$ cat src/rtl/nv_seq_pkg.sv
package nv_seq_pkg;

  typedef enum logic [1:0] {
    OP_VERIFY = 2'd0,
    OP_PROG   = 2'd1,
    OP_SECT   = 2'd2,
    OP_MASS   = 2'd3
  } nvOpE;

  // control-to-datapath strobes
  typedef struct packed {
    logic latchWord;
    logic latchCmd;
    logic launch;
    logic flush;
  } seqStrobeT;

  localparam logic [7:0] CODE_VERIFY = 8'h05;
  localparam logic [7:0] CODE_PROG   = 8'h20;
  localparam logic [7:0] CODE_SECT   = 8'h40;
  localparam logic [7:0] CODE_MASS   = 8'h41;
  localparam logic [7:0] CODE_MODIFY = 8'h60;

  function automatic logic codeValid(input logic [7:0] c);
    case (c)
      CODE_VERIFY, CODE_PROG, CODE_SECT, CODE_MASS, CODE_MODIFY: codeValid = 1'b1;
      default: codeValid = 1'b0;
    endcase
  endfunction

  function automatic nvOpE codeOp(input logic [7:0] c);
    case (c)
      CODE_VERIFY: codeOp = OP_VERIFY;
      CODE_SECT:   codeOp = OP_SECT;
      CODE_MASS:   codeOp = OP_MASS;
      CODE_MODIFY: codeOp = OP_SECT;
      default:     codeOp = OP_PROG;
    endcase
  endfunction

endpackage

$ cat src/rtl/nv_seq_engine.sv
module nv_seq_engine
  import nv_seq_pkg::*;
#(
  parameter int T_VERIFY = 2,
  parameter int T_PROG   = 3,
  parameter int T_SECT   = 4,
  parameter int T_MASS   = 5
) (
  input  logic clk,
  input  logic rstN,
  input  logic take,
  input  nvOpE takeOp,
  input  logic takeMod,
  input  logic divTick,
  input  logic flush,
  output logic busy,
  output logic finish,
  output nvOpE curOp
);

  localparam int TMAX01 = (T_VERIFY > T_PROG) ? T_VERIFY : T_PROG;
  localparam int TMAX23 = (T_SECT > T_MASS) ? T_SECT : T_MASS;
  localparam int TMAX   = (TMAX01 > TMAX23) ? TMAX01 : TMAX23;
  localparam int CW     = $clog2(TMAX + 1);

  logic [CW-1:0] cnt;
  logic          second;

  function automatic logic [CW-1:0] durOf(input nvOpE op);
    case (op)
      OP_VERIFY: durOf = CW'(T_VERIFY);
      OP_PROG:   durOf = CW'(T_PROG);
      OP_SECT:   durOf = CW'(T_SECT);
      default:   durOf = CW'(T_MASS);
    endcase
  endfunction

  wire lastTick = busy && divTick && (cnt == CW'(1));
  assign finish = lastTick && !second && !flush;

  always_ff @(posedge clk or negedge rstN) begin
    if (!rstN) begin
      busy   <= 1'b0;
      second <= 1'b0;
      cnt    <= '0;
      curOp  <= OP_VERIFY;
    end else if (flush) begin
      busy   <= 1'b0;
      second <= 1'b0;
    end else if (take) begin
      busy   <= 1'b1;
      curOp  <= takeOp;
      second <= takeMod;
      cnt    <= durOf(takeOp);
    end else if (busy && divTick) begin
      if (cnt == CW'(1)) begin
        if (second) begin
          curOp  <= OP_PROG;
          cnt    <= CW'(T_PROG);
          second <= 1'b0;
        end else begin
          busy <= 1'b0;
        end
      end else begin
        cnt <= cnt - CW'(1);
      end
    end
  end

  // a finishing command leaves the engine idle at the next edge
  AST_FINISH_IDLES: assert property (@(posedge clk) disable iff (!rstN)
    finish |=> !busy);

endmodule

$ cat src/rtl/nv_seq_dp.sv
module nv_seq_dp
  import nv_seq_pkg::*;
#(
  parameter int AW = 12,
  parameter int DW = 16
) (
  input  logic          clk,
  input  logic          rstN,
  input  seqStrobeT     strobes,
  input  logic [AW-1:0] arrAddr,
  input  logic [DW-1:0] arrData,
  input  logic [7:0]    cmdCode,
  input  logic          engBusy,
  output logic          pendValid,
  output logic          take,
  output logic          seqIsVerify,
  output nvOpE          takeOp,
  output logic          takeMod,
  output logic [AW-1:0] engAddr,
  output logic [DW-1:0] engData
);

  logic [AW-1:0] seqAddr, pendAddr;
  logic [DW-1:0] seqData, pendData;
  nvOpE          seqOp, pendOp;
  logic          seqMod, pendMod;

  assign seqIsVerify = (seqOp == OP_VERIFY) && !seqMod;
  assign take        = pendValid && !engBusy && !strobes.flush;
  assign takeOp      = pendOp;
  assign takeMod     = pendMod;

  always_ff @(posedge clk or negedge rstN) begin
    if (!rstN) begin
      seqAddr   <= '0;
      seqData   <= '0;
      seqOp     <= OP_VERIFY;
      seqMod    <= 1'b0;
      pendAddr  <= '0;
      pendData  <= '0;
      pendOp    <= OP_VERIFY;
      pendMod   <= 1'b0;
      pendValid <= 1'b0;
      engAddr   <= '0;
      engData   <= '0;
    end else begin
      if (strobes.latchWord) begin
        seqAddr <= arrAddr;
        seqData <= arrData;
      end
      if (strobes.latchCmd) begin
        seqOp  <= codeOp(cmdCode);
        seqMod <= (cmdCode == CODE_MODIFY);
      end
      if (strobes.flush) begin
        pendValid <= 1'b0;
      end else if (strobes.launch) begin
        pendValid <= 1'b1;
        pendAddr  <= seqAddr;
        pendData  <= seqData;
        pendOp    <= seqOp;
        pendMod   <= seqMod;
      end else if (take) begin
        pendValid <= 1'b0;
      end
      if (take) begin
        engAddr <= (pendOp == OP_SECT) ? {pendAddr[AW-1:2], 2'b00} : pendAddr;
        engData <= pendData;
      end
    end
  end

  // a launch never lands on an occupied pending slot
  AST_NO_OVERWRITE: assert property (@(posedge clk) disable iff (!rstN)
    strobes.launch |-> !pendValid);

endmodule

$ cat src/rtl/nv_seq_ctrl.sv
module nv_seq_ctrl
  import nv_seq_pkg::*;
(
  input  logic       clk,
  input  logic       rstN,
  input  logic       divReady,
  input  logic       arrWrEn,
  input  logic       arrByte,
  input  logic       arrAddrLsb,
  input  logic       regWrEn,
  input  logic [1:0] regSel,
  input  logic [7:0] regWrData,
  input  logic       protAll,
  input  logic       stopReq,
  input  logic       blankIn,
  input  logic       seqIsVerify,
  input  logic       pendValid,
  input  logic       take,
  input  logic       busy,
  input  logic       finish,
  input  nvOpE       curOp,
  output seqStrobeT  strobes,
  output logic [7:0] statusOut,
  output logic       irqBufEmpty,
  output logic       irqDone
);

  typedef enum logic [1:0] {S_IDLE, S_WORD, S_CMD} seqStE;

  seqStE seqSt, nextSt;
  logic  bufEmpty, done, accErr, protViol, blank, ieBuf, ieDone;
  logic  setAcc, setProt;

  wire errLock = accErr || protViol;
  wire wrCfg   = regWrEn && (regSel == 2'd0);
  wire wrStat  = regWrEn && (regSel == 2'd1);
  wire wrCmd   = regWrEn && (regSel == 2'd2);

  always_comb begin
    strobes = '0;
    setAcc  = 1'b0;
    setProt = 1'b0;
    nextSt  = seqSt;
    if (stopReq && (busy || pendValid)) begin
      strobes.flush = 1'b1;
      nextSt        = S_IDLE;
    end else if (arrWrEn) begin
      if (!errLock) begin
        if (!divReady || arrByte || arrAddrLsb || !bufEmpty || seqSt != S_IDLE) begin
          setAcc = 1'b1;
          nextSt = S_IDLE;
        end else begin
          strobes.latchWord = 1'b1;
          nextSt            = S_WORD;
        end
      end
    end else if (wrCmd) begin
      if (seqSt == S_WORD && codeValid(regWrData)) begin
        strobes.latchCmd = 1'b1;
        nextSt           = S_CMD;
      end else begin
        setAcc = 1'b1;
        nextSt = S_IDLE;
      end
    end else if (wrCfg) begin
      if (seqSt != S_IDLE) begin
        setAcc = 1'b1;
        nextSt = S_IDLE;
      end
    end else if (wrStat) begin
      if (seqSt == S_WORD) begin
        setAcc = 1'b1;
        nextSt = S_IDLE;
      end else if (seqSt == S_CMD) begin
        nextSt = S_IDLE;
        if (!regWrData[0])                setAcc = 1'b1;
        else if (protAll && !seqIsVerify) setProt = 1'b1;
        else if (!errLock)                strobes.launch = 1'b1;
      end
    end
  end

  always_ff @(posedge clk or negedge rstN) begin
    if (!rstN) begin
      seqSt    <= S_IDLE;
      bufEmpty <= 1'b1;
      done     <= 1'b1;
      accErr   <= 1'b0;
      protViol <= 1'b0;
      blank    <= 1'b0;
      ieBuf    <= 1'b0;
      ieDone   <= 1'b0;
    end else begin
      seqSt <= nextSt;
      if (wrCfg) begin
        ieBuf  <= regWrData[0];
        ieDone <= regWrData[1];
      end
      if (setAcc || strobes.flush)         accErr <= 1'b1;
      else if (wrStat && regWrData[2])     accErr <= 1'b0;
      if (setProt)                         protViol <= 1'b1;
      else if (wrStat && regWrData[3])     protViol <= 1'b0;
      if (strobes.flush) begin
        bufEmpty <= 1'b1;
        done     <= 1'b1;
      end else if (strobes.launch) begin
        bufEmpty <= 1'b0;
        done     <= 1'b0;
        blank    <= 1'b0;
      end else begin
        if (take)                           bufEmpty <= 1'b1;
        if (finish && !pendValid)           done <= 1'b1;
        if (finish && curOp == OP_VERIFY)   blank <= blankIn;
      end
    end
  end

  assign statusOut   = {3'b000, blank, protViol, accErr, done, bufEmpty};
  assign irqBufEmpty = bufEmpty && ieBuf;
  assign irqDone     = done && ieDone;

  AST_LAUNCH_CLEARS: assert property (@(posedge clk) disable iff (!rstN)
    strobes.launch |=> (!bufEmpty && !done));
  AST_DONE_ALL_IDLE: assert property (@(posedge clk) disable iff (!rstN)
    $rose(done) |-> (!busy && !pendValid));
  AST_ERR_STICKY: assert property (@(posedge clk) disable iff (!rstN)
    (accErr && !(wrStat && regWrData[2])) |=> accErr);
  AST_BLANK_CLEARS: assert property (@(posedge clk) disable iff (!rstN)
    strobes.launch |=> !blank);
  AST_STOP_ABORTS: assert property (@(posedge clk) disable iff (!rstN)
    (stopReq && busy) |=> (done && accErr && bufEmpty && !busy));

endmodule

$ cat src/rtl/nv_cmd_seq.sv
module nv_cmd_seq
  import nv_seq_pkg::*;
#(
  parameter int AW       = 12,
  parameter int DW       = 16,
  parameter int T_VERIFY = 2,
  parameter int T_PROG   = 3,
  parameter int T_SECT   = 4,
  parameter int T_MASS   = 5
) (
  input  logic          clk,
  input  logic          rstN,
  input  logic          divReady,
  input  logic          divTick,
  input  logic          arrWrEn,
  input  logic          arrByte,
  input  logic [AW-1:0] arrAddr,
  input  logic [DW-1:0] arrData,
  input  logic          regWrEn,
  input  logic [1:0]    regSel,
  input  logic [7:0]    regWrData,
  input  logic          protAll,
  input  logic          stopReq,
  input  logic          blankIn,
  output logic [7:0]    statusOut,
  output logic          irqBufEmpty,
  output logic          irqDone,
  output logic          engBusy,
  output logic [1:0]    engOp,
  output logic [AW-1:0] engAddr,
  output logic [DW-1:0] engData
);

  seqStrobeT strobes;
  logic      pendValid, take, seqIsVerify, takeMod, finish;
  nvOpE      takeOp, curOp;

  nv_seq_ctrl u_ctrl (
    .clk(clk), .rstN(rstN), .divReady(divReady), .arrWrEn(arrWrEn),
    .arrByte(arrByte), .arrAddrLsb(arrAddr[0]), .regWrEn(regWrEn),
    .regSel(regSel), .regWrData(regWrData), .protAll(protAll),
    .stopReq(stopReq), .blankIn(blankIn), .seqIsVerify(seqIsVerify),
    .pendValid(pendValid), .take(take), .busy(engBusy), .finish(finish),
    .curOp(curOp), .strobes(strobes), .statusOut(statusOut),
    .irqBufEmpty(irqBufEmpty), .irqDone(irqDone)
  );

  nv_seq_dp #(.AW(AW), .DW(DW)) u_dp (
    .clk(clk), .rstN(rstN), .strobes(strobes), .arrAddr(arrAddr),
    .arrData(arrData), .cmdCode(regWrData), .engBusy(engBusy),
    .pendValid(pendValid), .take(take), .seqIsVerify(seqIsVerify),
    .takeOp(takeOp), .takeMod(takeMod), .engAddr(engAddr), .engData(engData)
  );

  nv_seq_engine #(.T_VERIFY(T_VERIFY), .T_PROG(T_PROG), .T_SECT(T_SECT), .T_MASS(T_MASS)) u_eng (
    .clk(clk), .rstN(rstN), .take(take), .takeOp(takeOp), .takeMod(takeMod),
    .divTick(divTick), .flush(strobes.flush), .busy(engBusy),
    .finish(finish), .curOp(curOp)
  );

  assign engOp = curOp;

endmodule

$ cat config.mk
export PLATFORM = sky130hd
export DESIGN_NAME = nv_cmd_seq
export DESIGN_NICKNAME = d
export VERILOG_FILES = /design/src/rtl/nv_seq_pkg.sv /design/src/rtl/nv_seq_engine.sv /design/src/rtl/nv_seq_dp.sv /design/src/rtl/nv_seq_ctrl.sv /design/src/rtl/nv_cmd_seq.sv
export SDC_FILE = /design/constraint.sdc
export NUM_CORES = 1
export LEC_CHECK = 0
export CAP_MARGIN = 20
export CORE_MARGIN = 5
export CORE_UTILIZATION = 39
export CTS_BUF_LIST = sky130_fd_sc_hd__clkbuf_16
export CTS_CLUSTER_DIAMETER = 60
export DETAILED_ROUTE_END_ITERATION = 8
export MAX_ROUTING_LAYER = met4
export PLACE_DENSITY = 0.65
export RECOVER_POWER = 25
export SLEW_MARGIN = 20
export SYNTH_ARGS = -nofsm -noshare
export SYNTH_HDL_FRONTEND = slang
export SYNTH_SLANG_ARGS = --single-unit
$ cat constraint.sdc
create_clock -name clk -period 1.8 [get_ports clk]
set_input_delay 0.18 -clock clk [delete_from_list [all_inputs] [get_ports clk]]
set_output_delay 0.18 -clock clk [all_outputs]
set_load 0.02 [all_outputs]
==> results.cfg, run 1 <==
[pwr]
p_comb_frac = 0.082
swShare = 0.221
p_int_mw = 3.79
p_seq_frac = 0.522
switching_power_mw = 1.08
p_per_area_nw_per_um2 = 790
power.leakage_nw = 3.07
ir_drop_mv = 0.369
pwr-share-clk = 0.396

[clock_network]
cts_htree_levels = 3
cts_made_buffers = 9
clockBufferDepth = 2
clkTransAtPathRegs_ns = 0.07
cts_tree = yes
clock_latency_ns = 0.34
cts.sinks = 107
ctsRootBufferMaster = clkbuf_16

[grt]
grt_pass1_vias = 3362
overflow = 0
grt_use_total = 0.148
grt_pass1_wl_mm = 16.6
grt_max_degree = 45
antenna_found_initial = 0

[place]
hpwl_mm = 7.20
pre_cts_ws_ns = -0.208
io_buffers = 85
dp.cells = 624
place_congestion = 0.877

[timing]
setup_viol = 0
post-route-period-util = 0.961
min_period_ns = 1.73
rsz0062_at_grt = true
tightest_slew_ns = 0.940
hold_viol = 0
max-slew-margin-rel = 0.373
finClkSkew_ns = 0.00926
hold_slack_ns = 0.452
max_freq_ghz = 0.578
finalWorstSetupSlack_ns = 0.0701
slew_viol_final = 0

[drt]
via_per_inst = 4.80
drcViolationCount = 0
drtAntennaViolNets = 0
firstDrtPassIters = 4
wl_per_cell_um = 15.2
routed_wl_mm = 9.75
route.vias.total = 3085
drt_iter0_markers = 237

[floorplan]
start_util = 0.402
core_um2 = 11500
dieArea_um2 = 14200
ios = 89
die_h_um = 119
rows = 39
die_w_um = 119

[layout]
seq_area_um2 = 2680
layout-drive-gt1-share = 0.254
stdcell_count = 643
area_growth_syn_to_layout_pct = 33.1
multi_input_area_um2 = 1830
diodes = 0
nets = 546
nFillCells = 1000

[synth]
yosysTopAreaCellShare = 0.567
syn-mean-instance-area_um2 = 12.1
async_flop_share = 1.00
synth.most_common_cell = dfrtp_1
ys.flop_type = dfrtp_1
synthTopCellsByCount = dfrtp_1, nand2_1, mux2_2, mux2_4, nor2_1
synth_area_um2 = 4630
ys_ff_latch = 107
yosys_warnings = 0
synth_area_leaders = dfrtp_1, mux2_4, mux2_2
synthDistinctLibCells = 49
syn_inst = 384
ys_seq_area_frac = 0.578
synth_edf_count = 0
synth_top_area_cell = dfrtp_1

[worst_setup_path]
critical_path.max_fanout = 3
path_class = flip-flop to flip-flop
worstSetupStartpointType = flip-flop
cp.arrival_ns = 1.92
crit_path_end_kind = flip-flop
cp.required_ns = 1.99

[run]
maxCapViolCount = 0

[min_path]
hold_class = input port to flip-flop

[outcome]
outcome = completed
layer usage:
layer,share of wire,track usage,up-vias
li1,-,-,1513
met1,0.47,0.191,1503
met2,0.48,0.229,60
met3,0.041,0.0398,9
met4,0.0083,0.0427,0
met5,0,-,-
final timing paths:
path	startpoint	depth (start not counted)	end	slack [ns]
worst min register to register	u_dp.engData[12]$_DFFE_PN0P_	2	u_dp.engData[12]$_DFFE_PN0P_	0.47
min in group asynchronous	rstN	2	u_ctrl.ieDone$_DFFE_PN0P_	0.51
worst max-delay path	u_eng.cnt[1]$_DFFE_PN0P_	7	u_ctrl.blank$_DFFE_PN0P_	0.07
max in group asynchronous	rstN	3	u_dp.engAddr[0]$_DFFE_PN0P_	0.26
worst min-delay path	arrAddr[5]	2	u_dp.seqAddr[5]$_DFFE_PN0P_	0.45
worst max register to register	u_eng.cnt[1]$_DFFE_PN0P_	7	u_ctrl.blank$_DFFE_PN0P_	0.07
layout make-up:
cell class	instances	share of cell area
Sequential cell	107	0.435
Multi-Input combinational cell	251	0.296
Timing Repair Buffer	122	0.189
Clock buffer	9	0.0365
Tap cell	143	0.0290
Clock inverter	6	0.0108
Inverter	5	0.00304
power by group through the flow:
| stage | Combinational [mW] | Sequential, mW | Clock (mW) |
|---|---|---|---|
| finish | 0.400 | 2.54 | 1.93 |
| global route | 0.440 | 2.55 | 2.12 |
| CTS | 0.408 | 2.54 | 1.99 |
| detailed placement | 0.409 | 2.59 | 0 |
| global placement | 0.398 | 2.58 | 0 |
| floorplan | 0.176 | 2.57 | 0 |
layout by cell type, fill, tap and decap left out, drive strengths merged, types with 2 or more instances in the layout:
cell type        n
nor4             3
dfrtp          105
nand3            3
mux2i            2
o31a             2
mux2            61
clkbuf          11
dlygate4sd2      2
a31oi            3
dfstp            2
nor2b            2
nor3             3
a211oi           3
clkdlybuf4s50   82
and2             3
o2111ai          2
nor3b            2
a21oi            6
nor2            13
nand2b           9
nand3b           2
clkinvlp         2
buf             35
a22o             2
inv              7
o31ai            2
nand2          101
conb             3
nor4b            2
a21o             3
o21ai            5
ha               2
per-stage QoR:
step / cell area (um^2) / utilization / total power, mW / TNS, ns
6_report: 6170 / 0.536 / 4.87 / 0
5_1_grt: 6170 / 0.536 / 5.11 / -0.0904
4_1_cts: 6120 / 0.532 / 4.94 / -0.00249
3_5_place_dp: 5820 / 0.506 / 3.00 / -9.91
3_3_place_gp: 5820 / 0.506 / 2.98 / -8.31
2_1_floorplan: 4640 / - / 2.75 / -2.74
state kept, by name (all words and copies together) (netlist names), 2 cells and up:
signal and flops:
u_ctrl.seqSt 2, u_dp.engAddr 12, u_dp.engData 16, u_dp.pendAddr 12
u_dp.pendData 16, u_dp.seqAddr 12, u_dp.seqData 16, u_dp.seqOp 2
u_dp.takeOp 2, u_eng.cnt 3, u_eng.curOp 2
logic make-up after synthesis:
| kind of cell | synth area share |
|---|---|
| buffers and inverters | 0.0362 |
| flip-flops | 0.578 |
| adder cells (fa/ha/maj) | 0.00540 |
| multiplexers | 0.174 |
| other | 0.000809 |
| AND/OR/NAND/NOR | 0.153 |
| AO/OA/AOI/OAI | 0.0519 |
repair_timing:
item,4_1_cts,5_1_grt
hold buffers,1,0
pin swaps,1,1
gates resized for setup,2,9
endpoints found under the setup margin,25,62
setup buffers,0,3
endpoints found under the hold margin,33,0
critical path: stages, from the launching register on:
cell and delay, ns:
dfrtp_1 0.38, inv_1 0.07, ha_1 0.19, nand2b_1 0.08, or3_1 0.35, nor4_2 0.23
mux2i_1 0.23, a31oi_1 0.06
Power figures use the tool's default switching activity.
==> run 2: changes to the inputs <==
--- a/config.mk
+++ b/config.mk
@@ -7,12 +7,12 @@
 export LEC_CHECK = 0
 export CAP_MARGIN = 20
 export CORE_MARGIN = 5
-export CORE_UTILIZATION = 39
-export CTS_BUF_LIST = sky130_fd_sc_hd__clkbuf_16
+export CORE_UTILIZATION = 45
+export CTS_BUF_LIST = sky130_fd_sc_hd__clkbuf_8
 export CTS_CLUSTER_DIAMETER = 60
 export DETAILED_ROUTE_END_ITERATION = 8
 export MAX_ROUTING_LAYER = met4
-export PLACE_DENSITY = 0.65
+export PLACE_DENSITY = 0.74
 export RECOVER_POWER = 25
 export SLEW_MARGIN = 20
 export SYNTH_ARGS = -nofsm -noshare
==> results.cfg, run 2 (synthesis results as in run 1) <==
[outcome]
outcome = completed

[worst_setup_path]
cp.required_ns = 2.02
crit_path_end_kind = flip-flop
r2r_slack_ns = 0.06
worstSetupStartpointType = flip-flop
cp_slowest_cell = dfrtp_2
path_class = flip-flop to flip-flop
max_stage_delay_ns = 0.40
critical_path.max_fanout = 8
critical_path.cell_chain = buf_4 -> nand2_1 -> or3_4 -> nor4_4 -> mux2i_1 -> a31oi_1
cp.arrival_ns = 1.96

[timing]
tightest_slew_ns = 0.969
max-slew-margin-rel = 0.354
slew_viol_final = 0
setup_viol = 0
finClkSkew_ns = 0.0106
post-route-period-util = 0.966
finalWorstSetupSlack_ns = 0.0606
max_freq_ghz = 0.575
min_period_ns = 1.74
hold_viol = 0
rsz0062_at_grt = true
hold_slack_ns = 0.433

[pwr]
p_per_area_nw_per_um2 = 717
ir_drop_mv = 0.368
power.leakage_nw = 3.02
power.total_mw = 4.35

[place]
placed_area_um2 = 5820
hpwl_mm = 6.99
pre_cts_ws_ns = -0.147
place_congestion = 0.778
dp.cells = 618
io_buffers = 85

[layout]
final_cell_mix = dfrtp_1, nand2_1, clkdlybuf4s50_1, mux2_2, buf_4
layout.cells.most_common = dfrtp_1
seq_area_um2 = 2680
layout-drive-gt1-share = 0.263
multi_input_area_um2 = 1850
area_growth_syn_to_layout_pct = 31.0
diodes = 0
top_regs = u_dp.engData x16, u_dp.pendData x16, u_dp.seqData x16
nFillCells = 827
fin_area_um2 = 6070
stdcell_count = 637
nets = 546

[run]
maxCapViolCount = 0

[floorplan]
die_h_um = 111
ios = 89
die_w_um = 111
rows = 37
dieArea_um2 = 12400
start_util = 0.455
core_um2 = 10200

[clock_network]
ctsRootBufferMaster = clkbuf_8
cts_htree_levels = 3
clkTransAtPathRegs_ns = 0.11
clockBufferDepth = 2
cts_made_buffers = 9
cts_tree = yes
cts.sinks = 107
clock_latency_ns = 0.35

[grt]
grt_use_total = 0.165
grt_pass1_vias = 3322
grt_max_degree = 41
grt_pass1_wl_mm = 16.3
overflow = 0
antenna_found_initial = 0

[drt]
drcViolationCount = 0
wl_per_cell_um = 14.9
routed_wl_mm = 9.52
drt_iter0_markers = 96
route.vias.total = 3126
via_per_inst = 4.91
firstDrtPassIters = 4
drtAntennaViolNets = 0

[min_path]
hold_class = input port to flip-flop
==> run 2: stage by stage <==
step	util	setup TNS (ns)
floorplan	-	-2.74
global placement	0.572	-4.26
detailed placement	0.572	-5.21
CTS	0.593	0
global route	0.596	-0.256
finish	0.596	0
==> run 2: worst paths after layout <==
path,start,end,cells after the start
min in group asynchronous,rstN,u_dp.engData[1]$_DFFE_PN0P_,2
min,arrAddr[4],u_dp.seqAddr[4]$_DFFE_PN0P_,2
max reg2reg,u_eng.busy$_DFFE_PN0P_,u_ctrl.blank$_DFFE_PN0P_,6
max in group asynchronous,rstN,u_ctrl.done$_DFFE_PN1P_,3
min reg2reg,u_dp.engData[5]$_DFFE_PN0P_,u_dp.engData[5]$_DFFE_PN0P_,2
max,u_eng.busy$_DFFE_PN0P_,u_ctrl.blank$_DFFE_PN0P_,6
==> run 2: what timing repair did <==
item / in CTS / in global routing
setup endpoints to repair: 3 / 54
resized for setup: 3 / 10
pin swaps: 0 / 2
setup buffers: 0 / 2
hold buffers: 1 / 0
endpoints found under the hold margin: 37 / 0
==> run 2: final cells by class <==
| cell class | instances | share of cell area |
|---|---|---|
| inverters | 5 | 0.00309 |
| clock inverters | 6 | 0.00989 |
| flip-flops and latches | 107 | 0.442 |
| repair buffers | 122 | 0.190 |
| multi-input cells | 251 | 0.304 |
| well taps | 136 | 0.0280 |
| clock buffers | 10 | 0.0227 |
==> run 2: layer usage <==
layer  routed length, um  GRT usage
met5                   0          -
met4                 104     0.0527
met3                 290     0.0277
met2                5050      0.275
met1                4080      0.206
==> run 2: worst max-delay path, delay by kind of cell (launching register included) <==
| kind | cells | cell delay [ns] |
|---|---|---|
| AO/OA/AOI/OAI | 1 | 0.06 |
| multiplexers | 1 | 0.23 |
| buffers and inverters | 1 | 0.17 |
| flip-flops | 1 | 0.40 |
| AND/OR/NAND/NOR | 3 | 0.74 |
==> run 2: report_power, final <==
group	internal (mW)	switching [mW]
registers	2.49	0.0516
clock network	0.570	0.836
logic	0.226	0.173
total	3.29	1.06
==> run 3: changes to the inputs <==
--- a/config.mk
+++ b/config.mk
@@ -11,6 +11,7 @@
 export CTS_BUF_LIST = sky130_fd_sc_hd__clkbuf_8
 export CTS_CLUSTER_DIAMETER = 60
 export DETAILED_ROUTE_END_ITERATION = 8
+export HOLD_SLACK_MARGIN = 0.06
 export MAX_ROUTING_LAYER = met4
 export PLACE_DENSITY = 0.74
 export RECOVER_POWER = 25
==> results of run 3 <==
No change in the layout: final DEF, timing and power equal those of run 2.
